File: config.mk
export PLATFORM = sky130hd
export DESIGN_NAME = busmon_top
export DESIGN_NICKNAME = d
export VERILOG_FILES = /design/src/rtl/busmon_pkg.sv /design/src/rtl/busmon_datapath.sv /design/src/rtl/busmon_control.sv /design/src/rtl/busmon_top.sv
export SDC_FILE = /design/constraint.sdc
export NUM_CORES = 1
export LEC_CHECK = 0
export CAP_MARGIN = 5
export CORE_UTILIZATION = 47
export CTS_CLUSTER_DIAMETER = 100
export DETAILED_ROUTE_END_ITERATION = 10
export GPL_ROUTABILITY_DRIVEN = 0
export PLACE_DENSITY = 0.82
export SETUP_SLACK_MARGIN = 0.4
export SLEW_MARGIN = 20
export SYNTH_ARGS = -nofsm -noshare
export SYNTH_HDL_FRONTEND = slang
export SYNTH_HIERARCHICAL = 1
export SYNTH_SLANG_ARGS = --single-unit
File: constraint.sdc
create_clock -name clk -period 2.7 [get_ports clk]
set_input_delay 0.54 -clock clk [delete_from_list [all_inputs] [get_ports clk]]
set_output_delay 0.54 -clock clk [all_outputs]
set_load 0.02 [all_outputs]
File: src/rtl/busmon_pkg.sv
package busmon_pkg;

  // Line events reported by the datapath to the control
  typedef struct packed {
    logic startDet;
    logic stopDet;
    logic lineEdge;
    logic atLimit;
  } busEvents_t;

  // Counter strobes issued by the control to the datapath
  typedef struct packed {
    logic cntClear;
    logic cntStep;
  } cntStrobes_t;

endpackage

File: src/rtl/busmon_datapath.sv
module busmon_datapath
  import busmon_pkg::*;
#(
  parameter int CNT_W = 16
) (
  input  logic             clk,
  input  logic             rstN,
  input  logic             sclIn,
  input  logic             sdaIn,
  input  logic [CNT_W-1:0] idleLimit,
  input  cntStrobes_t      strobes,
  output busEvents_t       events
);

  localparam logic [CNT_W-1:0] CNT_ONE = CNT_W'(1);

  logic             sclQ;
  logic             sdaQ;
  logic [CNT_W-1:0] quietCnt;

  // Line samples run even while disabled so that enabling creates no false edge
  always_ff @(posedge clk or negedge rstN) begin
    if (!rstN) begin
      sclQ <= 1'b1;
      sdaQ <= 1'b1;
    end else begin
      sclQ <= sclIn;
      sdaQ <= sdaIn;
    end
  end

  always_ff @(posedge clk or negedge rstN) begin
    if (!rstN) begin
      quietCnt <= '0;
    end else if (strobes.cntClear) begin
      quietCnt <= '0;
    end else if (strobes.cntStep) begin
      quietCnt <= quietCnt + CNT_ONE;
    end
  end

  logic sclHeld;
  assign sclHeld = sclQ & sclIn;

  always_comb begin
    events.startDet = sclHeld & sdaQ & ~sdaIn;
    events.stopDet  = sclHeld & ~sdaQ & sdaIn;
    events.lineEdge = (sclQ ^ sclIn) | (sdaQ ^ sdaIn);
    events.atLimit  = (quietCnt >= idleLimit);
  end

endmodule

File: src/rtl/busmon_control.sv
module busmon_control
  import busmon_pkg::*;
(
  input  logic        clk,
  input  logic        rstN,
  input  logic        enable,
  input  logic        swClear,
  input  busEvents_t  events,
  output cntStrobes_t strobes,
  output logic        busBusy,
  output logic        idleTimeout
);

  logic busyQ;
  logic busyNext;
  logic toutQ;
  logic toutNext;

  always_comb begin
    if (!enable || swClear)      busyNext = 1'b0;
    else if (events.startDet)    busyNext = 1'b1;
    else if (events.stopDet)     busyNext = 1'b0;
    else                         busyNext = busyQ;
  end

  always_comb begin
    if (!enable || swClear || !busyNext) toutNext = 1'b0;
    else if (busyQ && events.atLimit)    toutNext = 1'b1;
    else                                 toutNext = toutQ;
  end

  // Quiet count restarts while not busy or on any line edge, and saturates at the limit
  always_comb begin
    strobes.cntClear = !busyQ || events.lineEdge;
    strobes.cntStep  = !events.atLimit;
  end

  always_ff @(posedge clk or negedge rstN) begin
    if (!rstN) begin
      busyQ <= 1'b0;
      toutQ <= 1'b0;
    end else begin
      busyQ <= busyNext;
      toutQ <= toutNext;
    end
  end

  assign busBusy     = busyQ;
  assign idleTimeout = toutQ;

endmodule

File: src/rtl/busmon_top.sv
module busmon_top
  import busmon_pkg::*;
#(
  parameter int CNT_W = 16
) (
  input  logic             clk,
  input  logic             rstN,
  input  logic             sclIn,
  input  logic             sdaIn,
  input  logic             enable,
  input  logic             swClear,
  input  logic [CNT_W-1:0] idleLimit,
  output logic             busBusy,
  output logic             idleTimeout
);

  busEvents_t  events;
  cntStrobes_t strobes;

  busmon_datapath #(.CNT_W(CNT_W)) u_datapath (
    .clk       (clk),
    .rstN      (rstN),
    .sclIn     (sclIn),
    .sdaIn     (sdaIn),
    .idleLimit (idleLimit),
    .strobes   (strobes),
    .events    (events)
  );

  busmon_control u_control (
    .clk         (clk),
    .rstN        (rstN),
    .enable      (enable),
    .swClear     (swClear),
    .events      (events),
    .strobes     (strobes),
    .busBusy     (busBusy),
    .idleTimeout (idleTimeout)
  );

endmodule

==> results.sh, run 1 <==
export IMPL_wl_um=3880
export IMPL_hold_violations=0
export IMPL_clockRootBuffer="clkbuf_4"
export IMPL_die_w_um=57.1
export IMPL_synth_xor_xnor_area_share=0.0615
export IMPL_antenna_found_initial=0
export IMPL_status="finished, violations left"
export IMPL_pin_count=24
export IMPL_ys_warn_count=6
export IMPL_syn_inst=154
export IMPL_critPathTopFamily="buffers and inverters"
export IMPL_grt_setup_unrepaired="yes"
export IMPL_finalPower_w=0.000623
export IMPL_grt_max_degree=21
export IMPL_timing_fmax_mhz=390
export IMPL_fin_skew_ns=0.00991
export IMPL_synthDistinctLibCells=35
export IMPL_synth_async_reset_ratio=1.00
export IMPL_clkLatencyLatePin_ns=0.30
export IMPL_core_sq_um=2810
export IMPL_drc=4
export IMPL_drt_iter0_markers=71
export IMPL_peakVddDrop_uv=287
export IMPL_ant_nets=0
export IMPL_synth_top_area_share=0.316
export IMPL_cp_end_kind="flop"
export IMPL_grt_pass1_wl_um=6050
export IMPL_synth_area_leader_cell="dfrtp_1"
export IMPL_worst_ep_required_time_ns=2.90
export IMPL_dieHeight_um=57.1
export IMPL_wl_per_cell_um=16.7
export IMPL_path_clk_slew_ns=0.12
export IMPL_grt_pass1_vias=1368
export IMPL_ys_flop_type="dfrtp_1"
export IMPL_clock_path_buffers=2
export IMPL_synthSimpleGateAreaFrac=0.214
export IMPL_crit_chain="dlygate4sd2_1, inv_2, ha_4, nand4_1, buf_4, nor2_1, a21oi_1, o211ai_1, inv_1, o2111ai_4, nor4_4, nand4_1, mux2_4"
export IMPL_critPathKind="in2reg"
export IMPL_fin_util=0.767
export IMPL_avgViaCountPerCell=5.69
export IMPL_via_count=1321
export IMPL_synth_avg_cell_area_sq_um=9.25
export IMPL_cpPeakStageDelay_ns=0.33
export IMPL_nNetsFinal=242
export IMPL_drv_slew=0
export IMPL_synth_edf_count=0
export IMPL_grt_usage=0.248
export IMPL_cts_tree="yes"
export IMPL_muxShareOfSynthArea=0.0149
export IMPL_violations="DRC"
export IMPL_p_per_area_nw_per_um2=289
export IMPL_synthTopCellsByArea="dfrtp_1 32%, ha_1 16%, inv_1 5.3%, a21oi_1 4.6%, nor2_1 4.2%"
export IMPL_antennaDiodeCount=0
export IMPL_dpl_hpwl_um=2310
export IMPL_critPathBufInv=4
export IMPL_crit_top_cell="nand4_1"
export IMPL_hold_path_class="in2async"
export IMPL_pre_cts_ws_ns=-0.482
export IMPL_cap_violations=0
export IMPL_slew_limit_headroom=0.778
export IMPL_port_buffers=23
export IMPL_path_max_fanout=3
export IMPL_synth_fa_ha_area_frac=0.158
export IMPL_layout_min_cycle_time_ns=2.56
export IMPL_numCtsBuffers=3
export IMPL_syn_nets=194
export IMPL_synth_compound_area_frac=0.137
export IMPL_start_util=0.508
export IMPL_die_area_sq_um=3260
export IMPL_dr_pass1_iters=7
export IMPL_hold_buffers=0
export IMPL_rows=19
export IMPL_min_period_over_period=0.949
export IMPL_cp_slowest_cell="mux2_4"
export IMPL_whs_ns=0.563
export IMPL_area_delta_synth_final_pct=51.0
export IMPL_overflow=0
export IMPL_fin_ws_ns=0.137
export IMPL_worst_pin_slew_ns=0.333
export IMPL_h_tree_depth=1
export IMPL_netlist_area_sq_um=1430
export IMPL_setup_viol_count_final=0
export IMPL_p_leak_nw=0.963
export IMPL_start_kind="input pin"
export IMPL_synth_seq_cells=20
export IMPL_worstPathArrival_ns=2.76
export IMPL_cts_sinks=20
export IMPL_yosysSeqAreaShare=0.353
export IMPL_synth_top_family_by_area="simple AND/OR/NAND/NOR gates"
export IMPL_layout_drive_gt1_share=0.408
path summary, 6_finish.rpt:
kind / to / slack, ns / depth (start not counted) / start
max: u_datapath/quietCnt[13]$_DFFE_PN0P_ / 0.14 / 13 / idleLimit[15]
min: u_datapath/quietCnt[6]$_DFFE_PN0P_ / 0.56 / 2 / rstN
max reg2reg: u_datapath/quietCnt[13]$_DFFE_PN0P_ / 0.15 / 11 / u_datapath/quietCnt[0]$_DFFE_PN0P_
min reg2reg: u_control/idleTimeout$_DFFE_PN0P_ / 0.61 / 2 / u_control/idleTimeout$_DFFE_PN0P_
max in group asynchronous: u_datapath/sclQ$_DFF_PN1_ / 1.87 / 2 / rstN
min in group clk: u_control/idleTimeout$_DFFE_PN0P_ / 0.61 / 2 / u_control/idleTimeout$_DFFE_PN0P_
cells by family after synthesis:
family,after synthesis
xor+xnor,10
buf+inv,23
fa+ha+maj,18
simple gates,53
mux,2
flops,20
compound gates,28
cell usage after synthesis (4+ instances only):
| master | count |
|---|---|
| xor2_1 | 6 |
| nor2_1 | 16 |
| dfrtp_1 | 18 |
| inv_1 | 20 |
| nand4_1 | 5 |
| xnor2_1 | 4 |
| a21oi_1 | 13 |
| nand2b_1 | 7 |
| ha_1 | 18 |
| o21ai_0 | 5 |
| nand2_1 | 8 |
stage by stage:
step	TNS, ns	cells	area (sq um)
finish	0	232	2150
global route	0	232	2150
CTS	0	231	2070
detailed placement	-4.07	216	1800
global placement	-3.27	216	1800
floorplan	-0.00532	154	1460
layer usage:
layer,routed length (um),share of wire,global-route usage,up-vias
met5,0,0,0,-
met4,67,0.017,0.0941,0
met3,148,0.038,0.0204,8
met2,2110,0.54,0.474,38
met1,1560,0.40,0.286,648
li1,-,-,-,627
power by group:
| part | leakage (nW) | switching, W | internal, W |
|---|---|---|---|
| combinational | 0.666 | 0.0000358 | 0.0000430 |
| clock | 0.0279 | 0.0000905 | 0.000150 |
| sequential | 0.269 | 0.00000131 | 0.000302 |
| total | 0.963 | 0.000128 | 0.000495 |
layout by cell type, fill, tap and decap left out, drive strengths merged:
| cell | count |
|---|---|
| a31o | 2 |
| a211oi | 2 |
| o21ai | 5 |
| nor2 | 16 |
| a21oi | 13 |
| o21a | 2 |
| dlymetal6s2s | 1 |
| or3 | 3 |
| a2111o | 1 |
| clkbuf | 3 |
| nand3 | 2 |
| and4 | 1 |
| nand2 | 8 |
| nor3 | 2 |
| xor2 | 6 |
| dfrtp | 18 |
| nor4 | 2 |
| and3 | 2 |
| o211ai | 2 |
| ha | 18 |
| nand2b | 7 |
| bufinv | 1 |
| mux2 | 1 |
| o2111ai | 1 |
| dfstp | 2 |
| nand4 | 7 |
| and3b | 2 |
| xnor2 | 4 |
| mux2i | 1 |
| nor2b | 1 |
| buf | 24 |
| clkdlybuf4s50 | 7 |
| dlygate4sd2 | 14 |
| inv | 20 |
sequential cells by signal, summed over array words and instances, names as in the netlist:
signal	count
u_datapath/sdaQ	1
u_control/busBusy	1
u_datapath/sclQ	1
u_control/idleTimeout	1
u_datapath/quietCnt	16
final cells by class:
class / count / area [sq um]
Multi-Input combinational cell: 111 / 1070
Fill cell: 159 / 653
Tap cell: 31 / 38.8
Inverter: 20 / 75.1
Clock inverter: 1 / 30.0
Timing Repair Buffer: 46 / 413
Sequential cell: 20 / 505
Clock buffer: 3 / 22.5
repair_timing:
| action | in CTS | in global routing |
|---|---|---|
| setup buffers | 11 | 1 |
| setup endpoints to repair | 15 | 17 |
| gates resized for setup | 51 | 17 |
| pin swaps | 27 | 7 |
(Power assumes the default switching activity.)
==> run 2: changes to the inputs <==
--- a/config.mk
+++ b/config.mk
@@ -6,11 +6,11 @@
 export NUM_CORES = 1
 export LEC_CHECK = 0
 export CAP_MARGIN = 5
-export CORE_UTILIZATION = 47
+export CORE_UTILIZATION = 57
 export CTS_CLUSTER_DIAMETER = 100
 export DETAILED_ROUTE_END_ITERATION = 10
 export GPL_ROUTABILITY_DRIVEN = 0
-export PLACE_DENSITY = 0.82
+export PLACE_DENSITY = 0.92
 export SETUP_SLACK_MARGIN = 0.4
 export SLEW_MARGIN = 20
 export SYNTH_ARGS = -nofsm -noshare
==> constraint.sdc (replaced) <==
create_clock -name clk -period 2.95 [get_ports clk]
set_input_delay 0.59 -clock clk [delete_from_list [all_inputs] [get_ports clk]]
set_output_delay 0.59 -clock clk [all_outputs]
set_load 0.02 [all_outputs]
==> run 2 against run 1 <==
The run now ends clean. Via count increased by 5.0%. Critical path depth decreased by 1. Core utilization increased by 13 points. Final area decreased by 5.3%. First-iteration DRC count decreased by 4.2%. Global-route usage increased by 10 points. Worst hold slack improved by 0.078 ns. Clock power decreased by 34%. Sequential share of layout area increased by 1.6 points. Sequential power decreased by 8.6%. Combinational power decreased by 1%. Non-clock buffer count decreased by 8. Largest power group unchanged.
==> results.sh, run 2 (same netlist as run 1, synthesis figures left out) <==
export IMPL_status="complete, no violations"
export IMPL_grt_use_met3=0.0556
export IMPL_dieHeight_um=52
export IMPL_p_leak_nw=0.898
export IMPL_slew_limit_headroom=0.410
export IMPL_min_period_over_period=0.888
export IMPL_nNetsFinal=234
export IMPL_die_area_sq_um=2700
export IMPL_timing_fmax_mhz=382
export IMPL_via_count=1387
export IMPL_setup_viol_count_final=0
export IMPL_numCtsBuffers=3
export IMPL_cp_end_kind="flop"
export IMPL_fin_tns_setup_ns=0
export IMPL_timing_rr_end="u_datapath/quietCnt[6]$_DFFE_PN0P_"
export IMPL_clkLatencyLatePin_ns=0.30
export IMPL_drc=0
export IMPL_reg2reg_depth=12
export IMPL_start_kind="flop"
export IMPL_fin_skew_ns=0.0114
export IMPL_p_per_area_nw_per_um2=252
export IMPL_critPathCapture="u_datapath/quietCnt[6]$_DFFE_PN0P_"
export IMPL_grt_usage=0.350
export IMPL_grt_setup_unrepaired="yes"
export IMPL_r2r_start="u_datapath/quietCnt[13]$_DFFE_PN0P_"
export IMPL_avgViaCountPerCell=6.28
export IMPL_fillerInstances=88
export IMPL_overflow=0
export IMPL_critPathKind="reg2reg"
export IMPL_area_delta_synth_final_pct=43.0
export IMPL_h_tree_depth=1
export IMPL_dpl_hpwl_um=2560
export IMPL_port_buffers=23
export IMPL_cts_sinks=20
export IMPL_start_util=0.626
export IMPL_wl_per_cell_um=21.1
export IMPL_startpoint="u_datapath/quietCnt[13]$_DFFE_PN0P_"
export IMPL_antenna_found_initial=0
export IMPL_core_sq_um=2280
export IMPL_hold_violations=0
export IMPL_worst_ep_required_time_ns=3.13
export IMPL_drv_slew=0
export IMPL_die_w_um=52
export IMPL_hold_path_class="reg2reg"
export IMPL_antennaDiodeCount=0
export IMPL_fin_util=0.896
export IMPL_gr_usage_met1=0.420
export IMPL_worst_pin_slew_ns=0.883
export IMPL_pin_count=24
export IMPL_final_cell_mix="16 x nor2_1, 13 x buf_4, 12 x inv_2, 12 x dfrtp_1"
export IMPL_grt_pass1_wl_um=6690
export IMPL_dr_pass1_iters=4
export IMPL_layout_min_cycle_time_ns=2.62
export IMPL_rows=17
export IMPL_grtUsageMet2=0.590
export IMPL_cts_tree="yes"
export IMPL_drt_iter0_markers=68
export IMPL_rrSetupSlack_ns=0.33
export IMPL_clock_path_buffers=2
export IMPL_worstPathArrival_ns=2.80
export IMPL_ant_nets=0
export IMPL_wl_um=4670
export IMPL_grt_max_degree=21
export IMPL_peakVddDrop_uv=346
export IMPL_path_max_fanout=4
export IMPL_largest_reg_flops=16
export IMPL_clockRootBuffer="clkbuf_4"
export IMPL_cap_violations=0
export IMPL_regMostFlops="u_datapath/quietCnt"
export IMPL_layout_drive_gt1_share=0.415
export IMPL_path_clk_slew_ns=0.12
export IMPL_final_common_cell="nor2_1"
export IMPL_grt_pass1_vias=1456
export IMPL_grt_busiest_layer="met2"
[run 2: worst min-delay path by stage]
stage / start / slack, ns / depth (start not counted) / endpoint
CTS: u_datapath/quietCnt[12]$_DFFE_PN0P_ / 0.62 / 2 / u_datapath/quietCnt[12]$_DFFE_PN0P_
global route: u_control/idleTimeout$_DFFE_PN0P_ / 0.68 / 2 / u_control/idleTimeout$_DFFE_PN0P_
detailed placement: u_datapath/quietCnt[14]$_DFFE_PN0P_ / 0.60 / 2 / u_datapath/quietCnt[14]$_DFFE_PN0P_
global placement: u_datapath/quietCnt[14]$_DFFE_PN0P_ / 0.58 / 2 / u_datapath/quietCnt[14]$_DFFE_PN0P_
finish: u_control/idleTimeout$_DFFE_PN0P_ / 0.64 / 2 / u_control/idleTimeout$_DFFE_PN0P_
floorplan: rstN / 0.29 / 0 / u_control/busBusy$_DFF_PN0_
[run 2: repair_timing]
item                                    4_1_cts  5_1_grt
buffers inserted                              5        3
pin swaps                                    27       19
gates resized for setup                      47       28
hold buffers                                  0        0
gates cloned                                  0        0
endpoints found under the setup margin       16       12
[run 2: cell type report]
| class | instances | area [sq um] | area share |
|---|---|---|---|
| inverter | 20 | 75.1 | 0.0368 |
| clock buffer | 4 | 36.3 | 0.0178 |
| timing repair buffer | 38 | 317 | 0.155 |
| multi-input combinational | 111 | 1060 | 0.522 |
| sequential | 20 | 510 | 0.250 |
| tap | 28 | 35.0 | 0.0172 |
[run 2: layer usage]
metal | wire length, um | share of wire | vias to the layer above
li1 | - | - | 609
met1 | 1820 | 0.39 | 656
met2 | 2300 | 0.49 | 88
met3 | 280 | 0.060 | 34
met4 | 267 | 0.057 | 0
met5 | 0 | 0 | -
[run 2: report_power, final]
part	total, W	switching [W]	internal (W)
registers	0.000278	0.00000109	0.000277
clock network	0.000158	0.0000828	0.0000752
logic	0.0000779	0.0000378	0.0000401
total	0.000514	0.000122	0.000392
[run 2: critical path: stages (launching register included)]
cell and delay [ns]:
dfrtp_1 0.47, ha_4 0.31, nand4_1 0.16, buf_4 0.20, nor4_4 0.22, o211ai_1 0.14
o211ai_1 0.16, inv_2 0.11, o21a_4 0.23, buf_4 0.15, nand3_2 0.07, xor2_1 0.20
nor2_1 0.09
[run 2: through the flow]
stage	cells	setup WS, ns	total power (W)	area, sq um	hold slack (ns)
6_report	221	0.330	0.000514	2040	0.641
5_1_grt	221	0.243	0.000533	2040	0.679
4_1_cts	218	0.396	0.000504	1960	0.622
3_5_place_dp	209	-0.366	0.000348	1760	0.597
3_3_place_gp	209	-0.195	0.000343	1760	0.581
2_1_floorplan	154	0.194	0.000307	1460	0.294
==> run 3: changes to the inputs <==
--- a/config.mk
+++ b/config.mk
@@ -6,6 +6,7 @@
 export NUM_CORES = 1
 export LEC_CHECK = 0
 export CAP_MARGIN = 5
+export CORE_MARGIN = 4
 export CORE_UTILIZATION = 57
 export CTS_CLUSTER_DIAMETER = 100
 export DETAILED_ROUTE_END_ITERATION = 10
==> run 3 against run 2 <==
Clock power hardly changed. Sequential cell count unchanged. Critical path depth is 2 higher. Worst hold slack worse by 0.015 ns. Clock-buffer cell count did not move. Die area increased by 24%. Combinational power shrank 0.9%. Fmax shrank 6.4%. Wire length rose by 16%. Core utilization increased by 2.3 points. Register-to-register slack got worse by 0.15 ns. Largest cell class unchanged. Largest power group unchanged.
==> results.sh, run 3 (same netlist as run 1, synthesis figures left out) <==
export IMPL_p_leak_nw=0.945
export IMPL_die_area_sq_um=3360
export IMPL_p_per_area_nw_per_um2=245
export IMPL_drv_slew=0
export IMPL_grt_usage=0.273
export IMPL_final_common_cell="nor2_1"
export IMPL_dr_pass1_iters=5
export IMPL_grt_max_degree=21
export IMPL_rows=17
export IMPL_slew_limit_headroom=0.417
export IMPL_status="complete, no violations"
export IMPL_fin_ws_ns=0.150
export IMPL_clockRootBuffer="clkbuf_4"
export IMPL_grt_busiest_layer="met2"
export IMPL_numCtsBuffers=3
export IMPL_cts_sinks=20
export IMPL_drc=0
export IMPL_final_cell_mix="16 x nor2_1, 15 x buf_4, 14 x dfrtp_1"
export IMPL_critPathKind="in2reg"
export IMPL_fin_tns_setup_ns=0
export IMPL_fillerInstances=80
export IMPL_h_tree_depth=1
export IMPL_path_clk_slew_ns=0.12
export IMPL_overflow=0
export IMPL_cp_end_kind="flop"
export IMPL_worst_pin_slew_ns=0.872
export IMPL_avgViaCountPerCell=6.63
export IMPL_clock_path_buffers=2
export IMPL_cap_violations=0
export IMPL_grt_pass1_vias=1508
export IMPL_cp_slowest_cell="nor4_2"
export IMPL_min_period_over_period=0.949
export IMPL_grtUsageMet2=0.482
export IMPL_cpPeakStageDelay_ns=0.31
export IMPL_antenna_found_initial=0
export IMPL_regMostFlops="u_datapath/quietCnt"
export IMPL_area_delta_synth_final_pct=48.1
export IMPL_timing_fmax_mhz=357
export IMPL_wl_um=5400
export IMPL_dieHeight_um=58
export IMPL_hold_path_class="reg2reg"
export IMPL_crit_chain="dlygate4sd2_1, inv_2, ha_4, nand4_1, nor4_2, o211ai_1, o211ai_1, inv_2, o2111ai_4, buf_4, buf_6, buf_4, xor2_1, nor2_1"
export IMPL_worstPathArrival_ns=2.99
export IMPL_layout_min_cycle_time_ns=2.80
export IMPL_core_sq_um=2300
export IMPL_layout_drive_gt1_share=0.402
export IMPL_design_area_sq_um=2110
export IMPL_place_area_sq_um=1760
export IMPL_pre_cts_ws_ns=-0.285
export IMPL_whs_ns=0.626
export IMPL_port_buffers=23
export IMPL_start_util=0.620
export IMPL_nNetsFinal=240
export IMPL_min_from="u_control/idleTimeout$_DFFE_PN0P_"
export IMPL_grt_setup_unrepaired="yes"
export IMPL_peakVddDrop_uv=286
export IMPL_clkLatencyLatePin_ns=0.30
export IMPL_pin_count=24
export IMPL_start_kind="input pin"
export IMPL_cts_tree="yes"
export IMPL_worst_ep_required_time_ns=3.15
export IMPL_fin_skew_ns=0.00668
export IMPL_hold_violations=0
export IMPL_die_w_um=58
export IMPL_gr_usage_met1=0.311
export IMPL_drt_iter0_markers=124
export IMPL_grt_pass1_wl_um=6980
export IMPL_antennaDiodeCount=0
export IMPL_via_count=1506
export IMPL_hold_buffers=0
export IMPL_ant_nets=0
export IMPL_grt_use_met3=0.0356
export IMPL_largest_reg_flops=16
export IMPL_startpoint="idleLimit[9]"
export IMPL_wl_per_cell_um=23.8
export IMPL_setup_viol_count_final=0
export IMPL_dpl_hpwl_um=2630
export IMPL_r2r_start="u_datapath/quietCnt[10]$_DFFE_PN0P_"
export IMPL_path_max_fanout=4
[run 3: layout make-up]
cell class,count,area [sq um],share of cell area
Timing Repair Buffer,44,399,0.189
Inverter,20,75.1,0.0356
Sequential cell,20,508,0.241
Tap cell,28,35.0,0.0166
Clock buffer,4,36.3,0.0172
Multi-Input combinational cell,111,1060,0.501
[run 3: routing by layer]
metal,up-vias,wire (um),share of wire
met5,-,0,0
met4,0,303,0.056
met3,33,471,0.087
met2,131,2690,0.50
met1,720,1940,0.36
li1,622,-,-
[run 3: timing repair]
item,4_1_cts,5_1_grt
setup endpoints to repair,13,14
buffers inserted,8,7
pin swaps,22,13
resized for setup,43,23
[run 3: stage by stage]
step                power (W)  instances  utilization
floorplan            0.000307        154            -
global placement     0.000343        208        0.764
detailed placement   0.000347        208        0.764
CTS                  0.000505        220        0.861
global route         0.000539        227        0.919
finish               0.000516        227        0.919
[run 3: power breakdown]
group / total [W] / switching [W] / internal (W)
combinational: 0.0000772 / 0.0000372 / 0.0000400
clock: 0.000161 / 0.0000860 / 0.0000752
sequential: 0.000278 / 0.00000115 / 0.000277
[run 3: path summary, 6_finish.rpt]
kind	slack [ns]	cells past startpoint	endpoint
worst max-delay path	0.15	14	u_datapath/quietCnt[3]$_DFFE_PN0P_
worst min-delay path	0.63	2	u_control/idleTimeout$_DFFE_PN0P_
worst max register to register	0.18	12	u_datapath/quietCnt[3]$_DFFE_PN0P_
worst min register to register	0.63	2	u_control/idleTimeout$_DFFE_PN0P_
max in group asynchronous	1.58	1	u_datapath/quietCnt[9]$_DFFE_PN0P_
min in group asynchronous	0.77	1	u_control/idleTimeout$_DFFE_PN0P_
[run 3: critical path, delay by kind of cell]
family                     cells  cell delay [ns]
adders and majority gates      1             0.27
buffers and inverters          6             0.77
AOI/OAI and AO/OA              3             0.63
xor gates and xnor gates       1             0.15
and+or+nand+nor                3             0.57
